<file path="src/rtl/cmw_pkg.sv">
package cmw_pkg;
  localparam int ADDR_MODE  = 0;
  localparam int ADDR_IFACE = 1;
  localparam int ADDR_PLAY  = 2;
  localparam int ADDR_CAP   = 3;
  localparam int ADDR_ALT   = 4;
  localparam int NUM_EN     = 2;  // playback, capture enables
endpackage

</file>
<file path="src/rtl/cmw_field_gate.sv">
module cmw_field_gate #(
  parameter int W = 4
) (
  input  logic         clk,
  input  logic         rst_n,
  input  logic         hit,
  input  logic         open,
  input  logic [W-1:0] d,
  output logic [W-1:0] q
);
  always_ff @(posedge clk) begin
    if (!rst_n)          q <= '0;
    else if (hit && open) q <= d;
  end

  p_closed_hold_r3: assert property (@(posedge clk) disable iff (!rst_n)
    !(hit && open) |=> $stable(q));
endmodule

</file>
<file path="src/rtl/cmw_enable_commit.sv">
module cmw_enable_commit (
  input  logic clk,
  input  logic rst_n,
  input  logic hit,
  input  logic d,
  input  logic dma_busy,
  output logic eff
);
  logic pending;

  always_ff @(posedge clk) begin
    if (!rst_n) begin
      pending <= 1'b0;
      eff     <= 1'b0;
    end else begin
      if (hit)       pending <= d;
      if (!dma_busy) eff     <= pending;
    end
  end

  p_busy_hold_r8: assert property (@(posedge clk) disable iff (!rst_n)
    dma_busy |=> $stable(eff));
  p_write_lands_r7: assert property (@(posedge clk) disable iff (!rst_n)
    (hit && !dma_busy) |=> ##1 ($past(dma_busy) || eff == $past(d, 2)));
endmodule

</file>
<file path="src/rtl/cmw_reg_gate.sv">
module cmw_reg_gate #(
  parameter int AW = 3,
  parameter int DW = 8
) (
  input  logic          clk,
  input  logic          rst_n,
  input  logic          wr_en,
  input  logic [AW-1:0] wr_addr,
  input  logic [DW-1:0] wr_data,
  input  logic          dma_busy,
  output logic [DW-1:0] mode_reg,
  output logic [DW-1:0] alt_mce_reg,
  output logic [DW-1:0] iface_reg,
  output logic [DW-1:0] play_fmt,
  output logic [DW-1:0] cap_fmt
);
  import cmw_pkg::*;

  localparam int HW = DW / 2;
  localparam int CW = DW - NUM_EN;

  logic hit_mode, hit_iface, hit_play, hit_cap, hit_alt;
  logic g_mce;
  logic [1:0] alt_q;
  logic [CW-1:0] cfg_q;
  logic [HW-1:0] rate_q, pfmt_q, cfmt_q;
  logic [NUM_EN-1:0] en_eff;

  assign hit_mode  = wr_en && (wr_addr == AW'(ADDR_MODE));
  assign hit_iface = wr_en && (wr_addr == AW'(ADDR_IFACE));
  assign hit_play  = wr_en && (wr_addr == AW'(ADDR_PLAY));
  assign hit_cap   = wr_en && (wr_addr == AW'(ADDR_CAP));
  assign hit_alt   = wr_en && (wr_addr == AW'(ADDR_ALT));

  cmw_field_gate #(.W(1)) u_mode (
    .clk(clk), .rst_n(rst_n), .hit(hit_mode), .open(1'b1),
    .d(wr_data[0]), .q(g_mce));

  cmw_field_gate #(.W(2)) u_alt (
    .clk(clk), .rst_n(rst_n), .hit(hit_alt), .open(1'b1),
    .d(wr_data[1:0]), .q(alt_q));

  cmw_field_gate #(.W(CW)) u_cfg (
    .clk(clk), .rst_n(rst_n), .hit(hit_iface), .open(g_mce),
    .d(wr_data[DW-1:NUM_EN]), .q(cfg_q));

  cmw_field_gate #(.W(HW)) u_rate (
    .clk(clk), .rst_n(rst_n), .hit(hit_play), .open(g_mce),
    .d(wr_data[HW-1:0]), .q(rate_q));

  cmw_field_gate #(.W(HW)) u_pfmt (
    .clk(clk), .rst_n(rst_n), .hit(hit_play), .open(g_mce || alt_q[0]),
    .d(wr_data[DW-1:HW]), .q(pfmt_q));

  cmw_field_gate #(.W(HW)) u_cfmt (
    .clk(clk), .rst_n(rst_n), .hit(hit_cap), .open(g_mce || alt_q[1]),
    .d(wr_data[DW-1:HW]), .q(cfmt_q));

  for (genvar i = 0; i < NUM_EN; i++) begin : g_en
    cmw_enable_commit u_commit (
      .clk(clk), .rst_n(rst_n), .hit(hit_iface), .d(wr_data[i]),
      .dma_busy(dma_busy), .eff(en_eff[i]));
  end

  assign mode_reg    = {{(DW-1){1'b0}}, g_mce};
  assign alt_mce_reg = {{(DW-2){1'b0}}, alt_q};
  assign iface_reg   = {cfg_q, en_eff};
  assign play_fmt    = {pfmt_q, rate_q};
  assign cap_fmt     = {cfmt_q, {HW{1'b0}}};

  p_cfg_locked_r3: assert property (@(posedge clk) disable iff (!rst_n)
    (wr_en && wr_addr == AW'(ADDR_IFACE) && !mode_reg[0])
      |=> iface_reg[DW-1:NUM_EN] == $past(iface_reg[DW-1:NUM_EN]));
  p_rate_locked_r4: assert property (@(posedge clk) disable iff (!rst_n)
    (wr_en && wr_addr == AW'(ADDR_PLAY) && !mode_reg[0])
      |=> play_fmt[HW-1:0] == $past(play_fmt[HW-1:0]));
  p_pfmt_locked_r5: assert property (@(posedge clk) disable iff (!rst_n)
    (wr_en && wr_addr == AW'(ADDR_PLAY) && !mode_reg[0] && !alt_mce_reg[0])
      |=> play_fmt[DW-1:HW] == $past(play_fmt[DW-1:HW]));
  p_cfmt_locked_r6: assert property (@(posedge clk) disable iff (!rst_n)
    (wr_en && wr_addr == AW'(ADDR_CAP) && !mode_reg[0] && !alt_mce_reg[1])
      |=> cap_fmt == $past(cap_fmt));
  p_idle_stable_r10: assert property (@(posedge clk) disable iff (!rst_n)
    (!wr_en && dma_busy) |=> ($stable(mode_reg) && $stable(play_fmt) &&
                              $stable(cap_fmt) && $stable(alt_mce_reg)));
endmodule

</file>
<file path="config.mk">
export PLATFORM = sky130hd
export DESIGN_NAME = cmw_reg_gate
export DESIGN_NICKNAME = d
export VERILOG_FILES = /design/src/rtl/cmw_pkg.sv /design/src/rtl/cmw_field_gate.sv /design/src/rtl/cmw_enable_commit.sv /design/src/rtl/cmw_reg_gate.sv
export SDC_FILE = /design/constraint.sdc
export NUM_CORES = 1
export LEC_CHECK = 0
export BUFFER_PORTS_ARGS = -buffer_cell sky130_fd_sc_hd__clkbuf_2
export CORE_MARGIN = 10
export CORE_UTILIZATION = 49
export CTS_CLUSTER_DIAMETER = 100
export DETAILED_ROUTE_END_ITERATION = 16
export PLACE_DENSITY = 0.93
export SETUP_SLACK_MARGIN = 0.15
export SYNTH_ARGS = -nofsm -noshare
export SYNTH_HDL_FRONTEND = slang
export SYNTH_HIERARCHICAL = 1
export SYNTH_SLANG_ARGS = --single-unit
</file>
<file path="constraint.sdc">
create_clock -name clk -period 3.4 [get_ports clk]
set_input_delay 0.68 -clock clk [delete_from_list [all_inputs] [get_ports clk]]
set_output_delay 0.68 -clock clk [all_outputs]
set_load 0.05 [all_outputs]
</file>
Word-level counts from Yosys, hierarchy flattened
Cells that the tools add are included.

Reductions and logical operators: 12. Eq/ne operators: 4.

Operator list (count): logical AND 1 bit (9); equality test 3 x 2 -> 1 bit, second input constant (2); equality test 3 x 1 -> 1 bit, second input constant (1); equality test 3 bit, second input constant (1); zero test 3 bit (1); logical OR 1 bit (2).

Output and inout port bits: 40. Bits in registers: 25. Input bits: 15.

Logic depth before layout (Yosys ltp)
Gate-level depths: netlist (run 1).

Depth in word-level cells: 3. Gate-level depth with buffers: 3. Depth with buffers taken out: 3.

By module
Netlist (run 1), hierarchy kept.

Modules (own cells, without submodules): cmw_field_gate (u_cfmt ...) (area an instance 168.9 µm², instances 3, cells each 18); cmw_field_gate (u_cfg) (area an instance 237.7 µm², instances 1, cells each 26); cmw_reg_gate (area an instance 219.0 µm², instances 1, cells each 27); cmw_enable_commit (area an instance 72.6 µm², instances 2, cells each 6); cmw_field_gate (u_alt) (area an instance 76.3 µm², instances 1, cells each 9); cmw_field_gate (u_mode) (area an instance 41.3 µm², instances 1, cells each 5).

Worst setup path before layout (run 1)
No wires, ideal clock.

Path kind: register -> output. From: register u_mode.q. To: output mode_reg[0]. Stages on the path, launching flop included: 2. Arrival: 0.776 ns. Slack: 1.944 ns. Cell sequence: dfxtp_1 -> buf_4.

RTL lines: from (decl) (line cmw_field_gate.sv:9) `output logic [W-1:0] q`; from (signal assigned) (line cmw_field_gate.sv:12) `if (!rst_n) q <= '0;`; from (signal assigned) (line cmw_field_gate.sv:13) `else if (hit && open) q <= d;`; to (decl) (line cmw_reg_gate.sv:11) `output logic [DW-1:0] mode_reg,`.

No word-level cell between the ends.

Worst setup path after layout (run 1)
From: register u_mode.q. To: output mode_reg[0].

No word-level cell between the ends.

==> metrics.txt, run 1 <==
worst-path fanout max 16; chip height approximately 70 um; wire length per cell 14.0 um; WS Path Type flip-flop to primary output; diode count 0; final setup margin 1.38 ns; post-synthesis simple-gate area fraction 0.289; overall global routing resource usage 0.113; share of post-route cells with drive strength above 1 0.392; Layout Cells excl Fill 201; dpl hpwl 2250 um; Critical Path Start Type flip-flop; Vias/cell 5.10; Slew Limit Headroom 0.485; FMAX 494 MHz; Worst-path clk slew 0.14 ns; Final Net Count 187; Pleak ~0.62 nW; htree depth 1; post_cts resized 0; critical path's top delay family flip-flops; synthesized instance count 133; # fillers 250; final instance area 1390 um^2; # hold bufs at CTS 0; worst path bufs/invs 1; worst skew pair latency 0.32 ns; Clock Sinks 25; post-synthesis compound-gate area fraction 0.128; final core occ 0.573; RSZ-0062 raised after global routing no; first-pass GRT wire length 4820 um; Cell Rows 18; TNS Setup 0 ns; CP max stage cell dfxtp_1; CTS root buf clkbuf_4; DR vias roughly 1000; worst min-delay path category flip-flop to flip-flop; status finished, final reports clean; Power Internal ~0.35 mW; Place WS 1.73 ns; CTS tree yes; element type at the critical path end primary output; Post-synth ARST share 0; final hold violation count 0; placed instance area 1360 um^2; area growth from synthesis to layout 13.6%; largest net degree at the start of global routing 47; leading area contributor after synthesis dfxtp_1; initial antenna violation count 0; cells along the critical path clkbuf_2; top-area cell type share of the netlist area 0.408; Core ar. 2430 um^2; Die Footprint just under 5000 um^2; Yosys reg bits 25; Inst Count DP between 150 and 200; mux contribution to synthesized area 0.0408; grt ovf 0; vias in the first global route 1088; router iterations before antenna repair 4; CTS Buf Count 3; Post-synth top cells 25 x dfxtp_1, 23 x nand2_1, 20 x nand4_1, 19 x buf_4, 15 x o21ai_2; Distinct cells, synth 16; DR iter-0 viols 30; area share of fa/ha/maj cells after synthesis 0; largest stage delay on the critical path 0.65 ns; max_cap viols 0; combinational power share 0.152; Avg Synthesized Cell Area 9.22 um^2; Longest Clk Path Bufs 2; setup bufs post-CTS 0; post-synthesis sequential area ratio 0.408; final setup violation count 0; Worst Skew 0.0137 ns; largest family of logic cells by synthesized area simple AND/OR/NAND/NOR gates; max-slew violation count 0; Boundary Pins 55; WP data arrival about 1.3 ns; PD cells 363 nW/um^2; most numerous cell in the Yosys netlist dfxtp_1; EDFF count, synth 0; VDD IR max 0.234 mV; Antenna Nets Post-Route 0; Synth area leaders dfxtp_1 41%, buf_4 12%, o21ai_2 11%; Post-Synth XOR/XNOR Area 0; clock share of power 0.263; hold slack 0.471 ns; Buffers on Ports 37; share of power burned in registers 0.585; Synth Flop Type dfxtp_1; total routed wirelength 2820 um; Worst Max-Slew Pin Slew between 0.7 and 0.8 ns; total power slightly above 0.5 mW; Final GP Congestion around 0.85; Net Switching 0.154 mW; DR DRC count 0; CP Data Required Time around 2.7 ns; fin crit share 0.595; Yosys Warn Count 6; Syn Std Cell Area 1230 um^2; Die X 70.0 um; initial core utilization 0.504; Switching Share 0.305; Final Critical Period 2.02 ns
routing by layer:
| metal | track usage | vias up | part of all wire |
|---|---|---|---|
| li1 | - | 515 | - |
| met1 | 0.130 | 453 | 0.44 |
| met2 | 0.170 | 53 | 0.40 |
| met3 | 0.0650 | 4 | 0.14 |
| met4 | 0.0417 | 0 | 0.011 |
| met5 | 0 | - | 0 |
worst paths after layout:
path,from,depth (start not counted),slack [ns],to
hold / removal,u_cfg/q[2],2,0.47,u_cfg/q[2]
setup reg to reg,u_mode/q,3,2.14,u_cfmt/q[2]
hold reg to reg,u_cfg/q[2],2,0.47,u_cfg/q[2]
setup / recovery,u_mode/q,1,1.38,mode_reg[0]
power by group through the flow:
stage / clock (mW) / sequential, mW / combinational [mW]
global placement: 0 / 0.302 / 0.0748
floorplan: 0 / 0.304 / 0.0722
finish: 0.133 / 0.296 / 0.0768
CTS: 0.138 / 0.296 / 0.0755
global route: 0.150 / 0.296 / 0.0821
detailed placement: 0 / 0.302 / 0.0753
logic make-up (layout without fill, tap and decap cells):
family,after synthesis,count (layout)
compound gates,20,20
buf+inv,22,41
flops,25,25
mux,5,5
other cells,2,21
simple gates,59,59
state kept, by name, indices dropped and copies added (netlist names):
register / flops
u_rate/q: 4
u_alt/q: 2
u_pfmt/q: 4
g_en.u_commit/pending: 2
u_cfmt/q: 4
u_mode/q: 1
u_cfg/q: 6
g_en.u_commit/eff: 2
final cells by class:
| cell class | instances | area, um^2 | area share |
|---|---|---|---|
| flip-flops and latches | 25 | 500 | 0.359 |
| repair buffers | 37 | 185 | 0.133 |
| well taps | 30 | 37.5 | 0.0270 |
| clock inverters | 1 | 7.51 | 0.00539 |
| clock buffers | 3 | 22.5 | 0.0162 |
| multi-input cells | 105 | 639 | 0.459 |
cell usage in the layout (no fill, tap or decap):
master / n
clkbuf_2: 37
dfxtp_1: 25
clkbuf_4: 3
o21ai_1: 5
and2_1: 1
and4bb_2: 3
and4b_2: 1
mux2i_1: 5
and2_4: 4
or2_2: 2
clkinvlp_4: 1
nand2_1: 23
nor4b_2: 1
nor2b_1: 4
nand4_1: 20
conb_1: 21
o21ai_2: 15
worst register-to-register path: stages, from the launching register on:
cell,delay (ns)
dfxtp_1,0.49
or2_2,0.41
and2_4,0.18
o21ai_2,0.12
Note: power is estimated with default switching activity, not from simulation.
==> run 2: changes to the inputs <==
CORE_UTILIZATION = 46   (was 49)
PLACE_DENSITY = 0.88   (was 0.93)
clock period = 2.1 ns   (was 3.4 ns; I/O delays follow)
==> run 2 against run 1 <==
Net effect:
- clock power increased by 65%
- register-to-register slack worse by 1.3 ns
- sequential share of layout area fell by 0.19 points
- hold slack worse by 0.12 ns
- utilization fell by 1.2 points
- routed wire length is 2.8% higher
- cell area grew 0.54%
- combinational power up 65%
- first-iteration DRC count rose by 53%
- via count fell by 0.98%
- final cell count up 0.50%
==> metrics.txt, run 2 (synthesis gave the netlist of run 1 again) <==
Die Footprint 5130 um^2 (+4.6%); Final Net Count 188 (+0.53%); initial core utilization 0.490 (-0.0136); largest net degree at the start of global routing 47 (unchanged); most common cell after layout, fill and taps aside clkbuf_2; setup bufs post-CTS 0 (unchanged); VDD IR max 0.537 mV (+130%); WS Path Type flip-flop to primary output; Clock Sinks 25 (unchanged); Die X 71.6 um (+2.3%); CTS root buf clkbuf_4; Antenna Nets Post-Route 0 (unchanged); Largest register FFs 6 (unchanged); worst min-delay path category input pin to flip-flop; element type at the critical path end primary output; Critical path origin u_mode/q; Buffers on Ports 37 (unchanged); final hold violation count 0 (unchanged); Cell Rows 18 (unchanged); Final Critical Period 1.77 ns; TNS Setup 0 ns (unchanged); beginning of the worst hold path wr_data[3]; fin crit share 0.844; chip height 71.6 um (+2.3%); CTS Buf Count 3 (unchanged); worst-path fanout max 16 (unchanged); CP max stage cell dfxtp_1; FF/Latch Area 500 um^2 (unchanged); status finished, final reports clean; total power 0.824 mW (+63%); router iterations before antenna repair 4 (unchanged); Worst Skew 0.00634 ns (-0.00739 ns); DR iter-0 viols 46 (+53%); CP Data Required Time 1.68 ns (-1.04 ns); first-pass GRT wire length 4860 um (+0.85%); most frequent cells in the layout 37 x clkbuf_2, 25 x dfxtp_1, 23 x nand2_1, 21 x conb_1, 20 x nand4_1; Pleak 0.624 nW (+0.78%); Final GP Congestion 0.753 (-11%); worst skew pair latency 0.32 ns (about the same); placed instance area 1370 um^2 (+0.55%); Inst Count DP 198 (+0.51%); final setup violation count 0 (unchanged); # fillers 242 (-3.2%); largest stage delay on the critical path 0.65 ns (about the same); vias in the first global route 1069 (-1.7%); total routed wirelength 2900 um (+2.8%); Critical Path Start Type flip-flop; area growth from synthesis to layout 14.2%; overall global routing resource usage 0.111 (-0.00242); Biggest register u_cfg/q; Boundary Pins 55 (unchanged); FMAX 564 MHz; worst path bufs/invs 1 (unchanged); CTS tree yes; share of post-route cells with drive strength above 1 0.395 (+0.00354); dpl hpwl 2320 um (+3.0%); initial antenna violation count 0 (unchanged); PD cells 589 nW/um^2 (+62%); grt ovf 0 (unchanged); Worst-path clk slew 0.14 ns (about the same); # hold bufs at CTS 0 (unchanged); final instance area 1400 um^2 (+0.54%); post_cts resized 0 (unchanged); Core ar. 2500 um^2 (+2.8%); cells along the critical path clkbuf_2; critical path's top delay family flip-flops; wire length per cell 14.4 um (+2.3%); Vias/cell 5.02 (-1.5%); FF-to-FF Start u_mode/q; DR vias 1015 (-0.98%); WP data arrival 1.35 ns (about the same); diode count 0 (unchanged); max_cap viols 0 (unchanged); Longest Clk Path Bufs 2 (unchanged); Layout Cells excl Fill 202 (+0.50%); htree depth 1 (unchanged); area occupied by multi-input gates 639 um^2 (unchanged); max-slew violation count 0 (unchanged); RSZ-0062 raised after global routing no; DR DRC count 0 (unchanged)
[run 2: changes by cell type in the layout (fill, tap and decap cells not counted)]
| cell | change |
|---|---|
| buf_4 | +1 |
[run 2: power breakdown]
part,internal [mW],total [mW],switching [mW]
clock,0.0727,0.219,0.146
sequential,0.477,0.479,0.00213
combinational,0.0209,0.127,0.106
total,0.570,0.824,0.254
[run 2: final timing paths]
check           endpoint  slack (ns)  depth (start not counted)
min           u_cfg/q[1]        0.35                          3
max          mode_reg[0]        0.33                          1
min reg2reg   u_cfg/q[0]        0.46                          2
max reg2reg  u_cfmt/q[2]        0.85                          3
[run 2: routing by layer]
| metal | GRT usage | up-vias | wire [um] |
|---|---|---|---|
| li1 | - | 511 | - |
| met4 | 0 | 0 | 0 |
| met3 | 0.0744 | 0 | 399 |
| met2 | 0.177 | 48 | 1290 |
| met1 | 0.128 | 456 | 1210 |
| met5 | 0 | - | 0 |
[run 2: stage by stage]
stage | hold WS [ns] | util | setup WS [ns]
final | 0.350 | 0.560 | 0.328
after floorplan | 0.482 | - | 0.895
after global placement | 0.443 | 0.548 | 0.723
after detailed placement | 0.448 | 0.548 | 0.687
after CTS | 0.342 | 0.560 | 0.341
after global routing | 0.346 | 0.560 | 0.235
[run 2: layout make-up]
| type | count | area share |
|---|---|---|
| timing repair buffer | 38 | 0.138 |
| clock buffer | 3 | 0.0161 |
| multi-input combinational | 105 | 0.457 |
| tap | 30 | 0.0268 |
| sequential | 25 | 0.357 |
| clock inverter | 1 | 0.00536 |
==> run 3: changes to the inputs <==
clock period = 1.7 ns   (was 2.1 ns; I/O delays follow)
==> run 3 against run 2 <==
Net effect:
- clock-buffer cell count stayed put
- clock skew is 0.0039 ns lower
- largest power group unchanged
- sequential cell count stayed put
- critical path type unchanged
- first-iteration DRC count is 83% higher
- total power rose by 23%
==> metrics.txt, run 3 (synthesis gave the netlist of run 1 again) <==
CP Data Required Time 1.36 ns (-0.32 ns); Inst Count DP 199 (+0.51%); Layout Cells excl Fill 203 (+0.50%); diode count 0 (unchanged); worst min-delay path category input pin to flip-flop; Worst Skew 0.00247 ns (-0.00386 ns); max-slew violation count 0 (unchanged); beginning of the worst hold path wr_data[3]; grt ovf 0 (unchanged); DR DRC count 0 (unchanged); most frequent cells in the layout 37 x clkbuf_2, 25 x dfxtp_1, 23 x nand2_1, 21 x conb_1, 20 x nand4_1; RSZ-0062 raised after global routing no; Buffers on Ports 37 (unchanged); Vias/cell 4.93 (-2.0%); worst skew pair latency 0.32 ns (about the same); first-pass GRT wire length 4490 um (-7.5%); final setup violation count 0 (unchanged); critical path's top delay family flip-flops; total routed wirelength 2800 um (-3.3%); met3 wire len 351 um (-12%); VDD IR max 0.710 mV (+32%); Antenna Nets Post-Route 0 (unchanged); router iterations before antenna repair 4 (unchanged); clock share of power 0.258 (-0.008); cells along the critical path clkbuf_2; Longest Clk Path Bufs 2 (unchanged); Net Switching 0.307 mW (+21%); Worst R2R Path Depth 3 (unchanged); share of power burned in registers 0.583 (+0.002); DR vias 1000 (-1.5%); vias in the first global route 989 (-7.5%); DR iter-0 viols 84 (+83%); Largest register FFs 6 (unchanged); most common cell after layout, fill and taps aside clkbuf_2; WS Path Type flip-flop to primary output; wl on met1 1250 um (+2.9%); area growth from synthesis to layout 15.6%; worst flop-to-flop path endpoint u_cfmt/q[0]; dpl hpwl 2200 um (-5.2%); TNS Setup 0 ns (unchanged); Worst-path clk slew 0.13 ns (about the same); chip height 71.6 um (unchanged); wire length per cell 13.8 um (-3.8%); CTS Buf Count 3 (unchanged); Clock Sinks 25 (unchanged); register-to-register setup slack 0.60 ns (-0.25 ns); Biggest register u_cfg/q; final core occ 0.567 (+0.00701); share of post-route cells with drive strength above 1 0.399 (+0.00350); Switching Share 0.303 (-0.00475); element type at the critical path end primary output; Final Net Count 189 (+0.53%); initial core utilization 0.490 (unchanged); htree depth 1 (unchanged); combinational power share 0.159 (+0.005); status finished, final reports clean; Final Critical Period ~1.5 ns; met2 routed wirelength 1210 um (-6.4%); Power Internal 0.706 mW (+24%); setup bufs post-CTS 0 (unchanged); Critical path origin u_mode/q; # hold bufs at CTS 0 (unchanged); Top Layer Used met3; Final GP Congestion 0.710 (-5.8%); CTS root buf clkbuf_4; CP max stage cell dfxtp_1; largest stage delay on the critical path 0.48 ns (-0.17 ns); largest net degree at the start of global routing 47 (unchanged); worst path bufs/invs 1 (unchanged); initial antenna violation count 0 (unchanged); FMAX 681 MHz; fin crit share 0.863; Cell Rows 18 (unchanged); CP Depth 1 (unchanged); Critical Path Start Type flip-flop; overall global routing resource usage 0.103 (-0.00800); Pleak 0.637 nW (+2.2%); Core ar. 2500 um^2 (unchanged); Boundary Pins 55 (unchanged); worst setup path end mode_reg[0]; final hold violation count 0 (unchanged); PD cells 715 nW/um^2 (+21%); CTS tree yes; FF-to-FF Start u_mode/q; worst-path fanout max 8 (-8); WP data arrival 1.13 ns (-0.22 ns); Die X 71.6 um (unchanged); post_cts resized 0 (unchanged); # fillers 251 (+3.7%); max_cap viols 0 (unchanged); Die Footprint 5130 um^2 (unchanged)
-- run 3: cell types whose count changed in the layout (fill, tap and decap cells not counted), sizes merged --
cell and delta:
buf +1, clkinv +1, clkinvlp -1
-- run 3: area by class of cell --
| cell class | instances | area [um^2] | area share |
|---|---|---|---|
| sequential | 25 | 500 | 0.353 |
| tap | 30 | 37.5 | 0.0265 |
| clock inverter | 1 | 5.00 | 0.00353 |
| clock buffer | 3 | 22.5 | 0.0159 |
| multi-input combinational | 105 | 639 | 0.451 |
| timing repair buffer | 39 | 213 | 0.150 |
-- run 3: per-layer routing --
metal	track usage	vias to the layer above
met2	0.153	40
met3	0.0675	0
met5	0	-
met1	0.124	447
met4	0.0129	0
li1	-	513
-- run 3: stage by stage --
stage          area [um^2]  setup slack [ns]  total power [mW]  hold WS, ns
2_1_floorplan         1300             0.495             0.753        0.468
3_3_place_gp          1390             0.405             0.760        0.441
3_5_place_dp          1390             0.376             0.762        0.444
4_1_cts               1420             0.220              1.03        0.233
5_1_grt               1420             0.161              1.06        0.233
6_report              1420             0.232              1.01        0.262
-- run 3: how the worst min path moves through the flow --
stage / end / cells after the start
after floorplan: g_en[0].u_commit/eff / 1
after global placement: u_cfg/q[0] / 2
after detailed placement: u_cfg/q[2] / 2
after CTS: u_cfg/q[1] / 3
after global routing: u_cfg/q[1] / 3
final: u_cfg/q[1] / 3
-- run 3: power by group through the flow --
stage	Sequential, mW	Combinational [mW]	Clock [mW]
finish	0.591	0.161	0.262
global route	0.591	0.170	0.295
CTS	0.591	0.158	0.276
detailed placement	0.604	0.158	0
global placement	0.603	0.157	0
floorplan	0.609	0.144	0
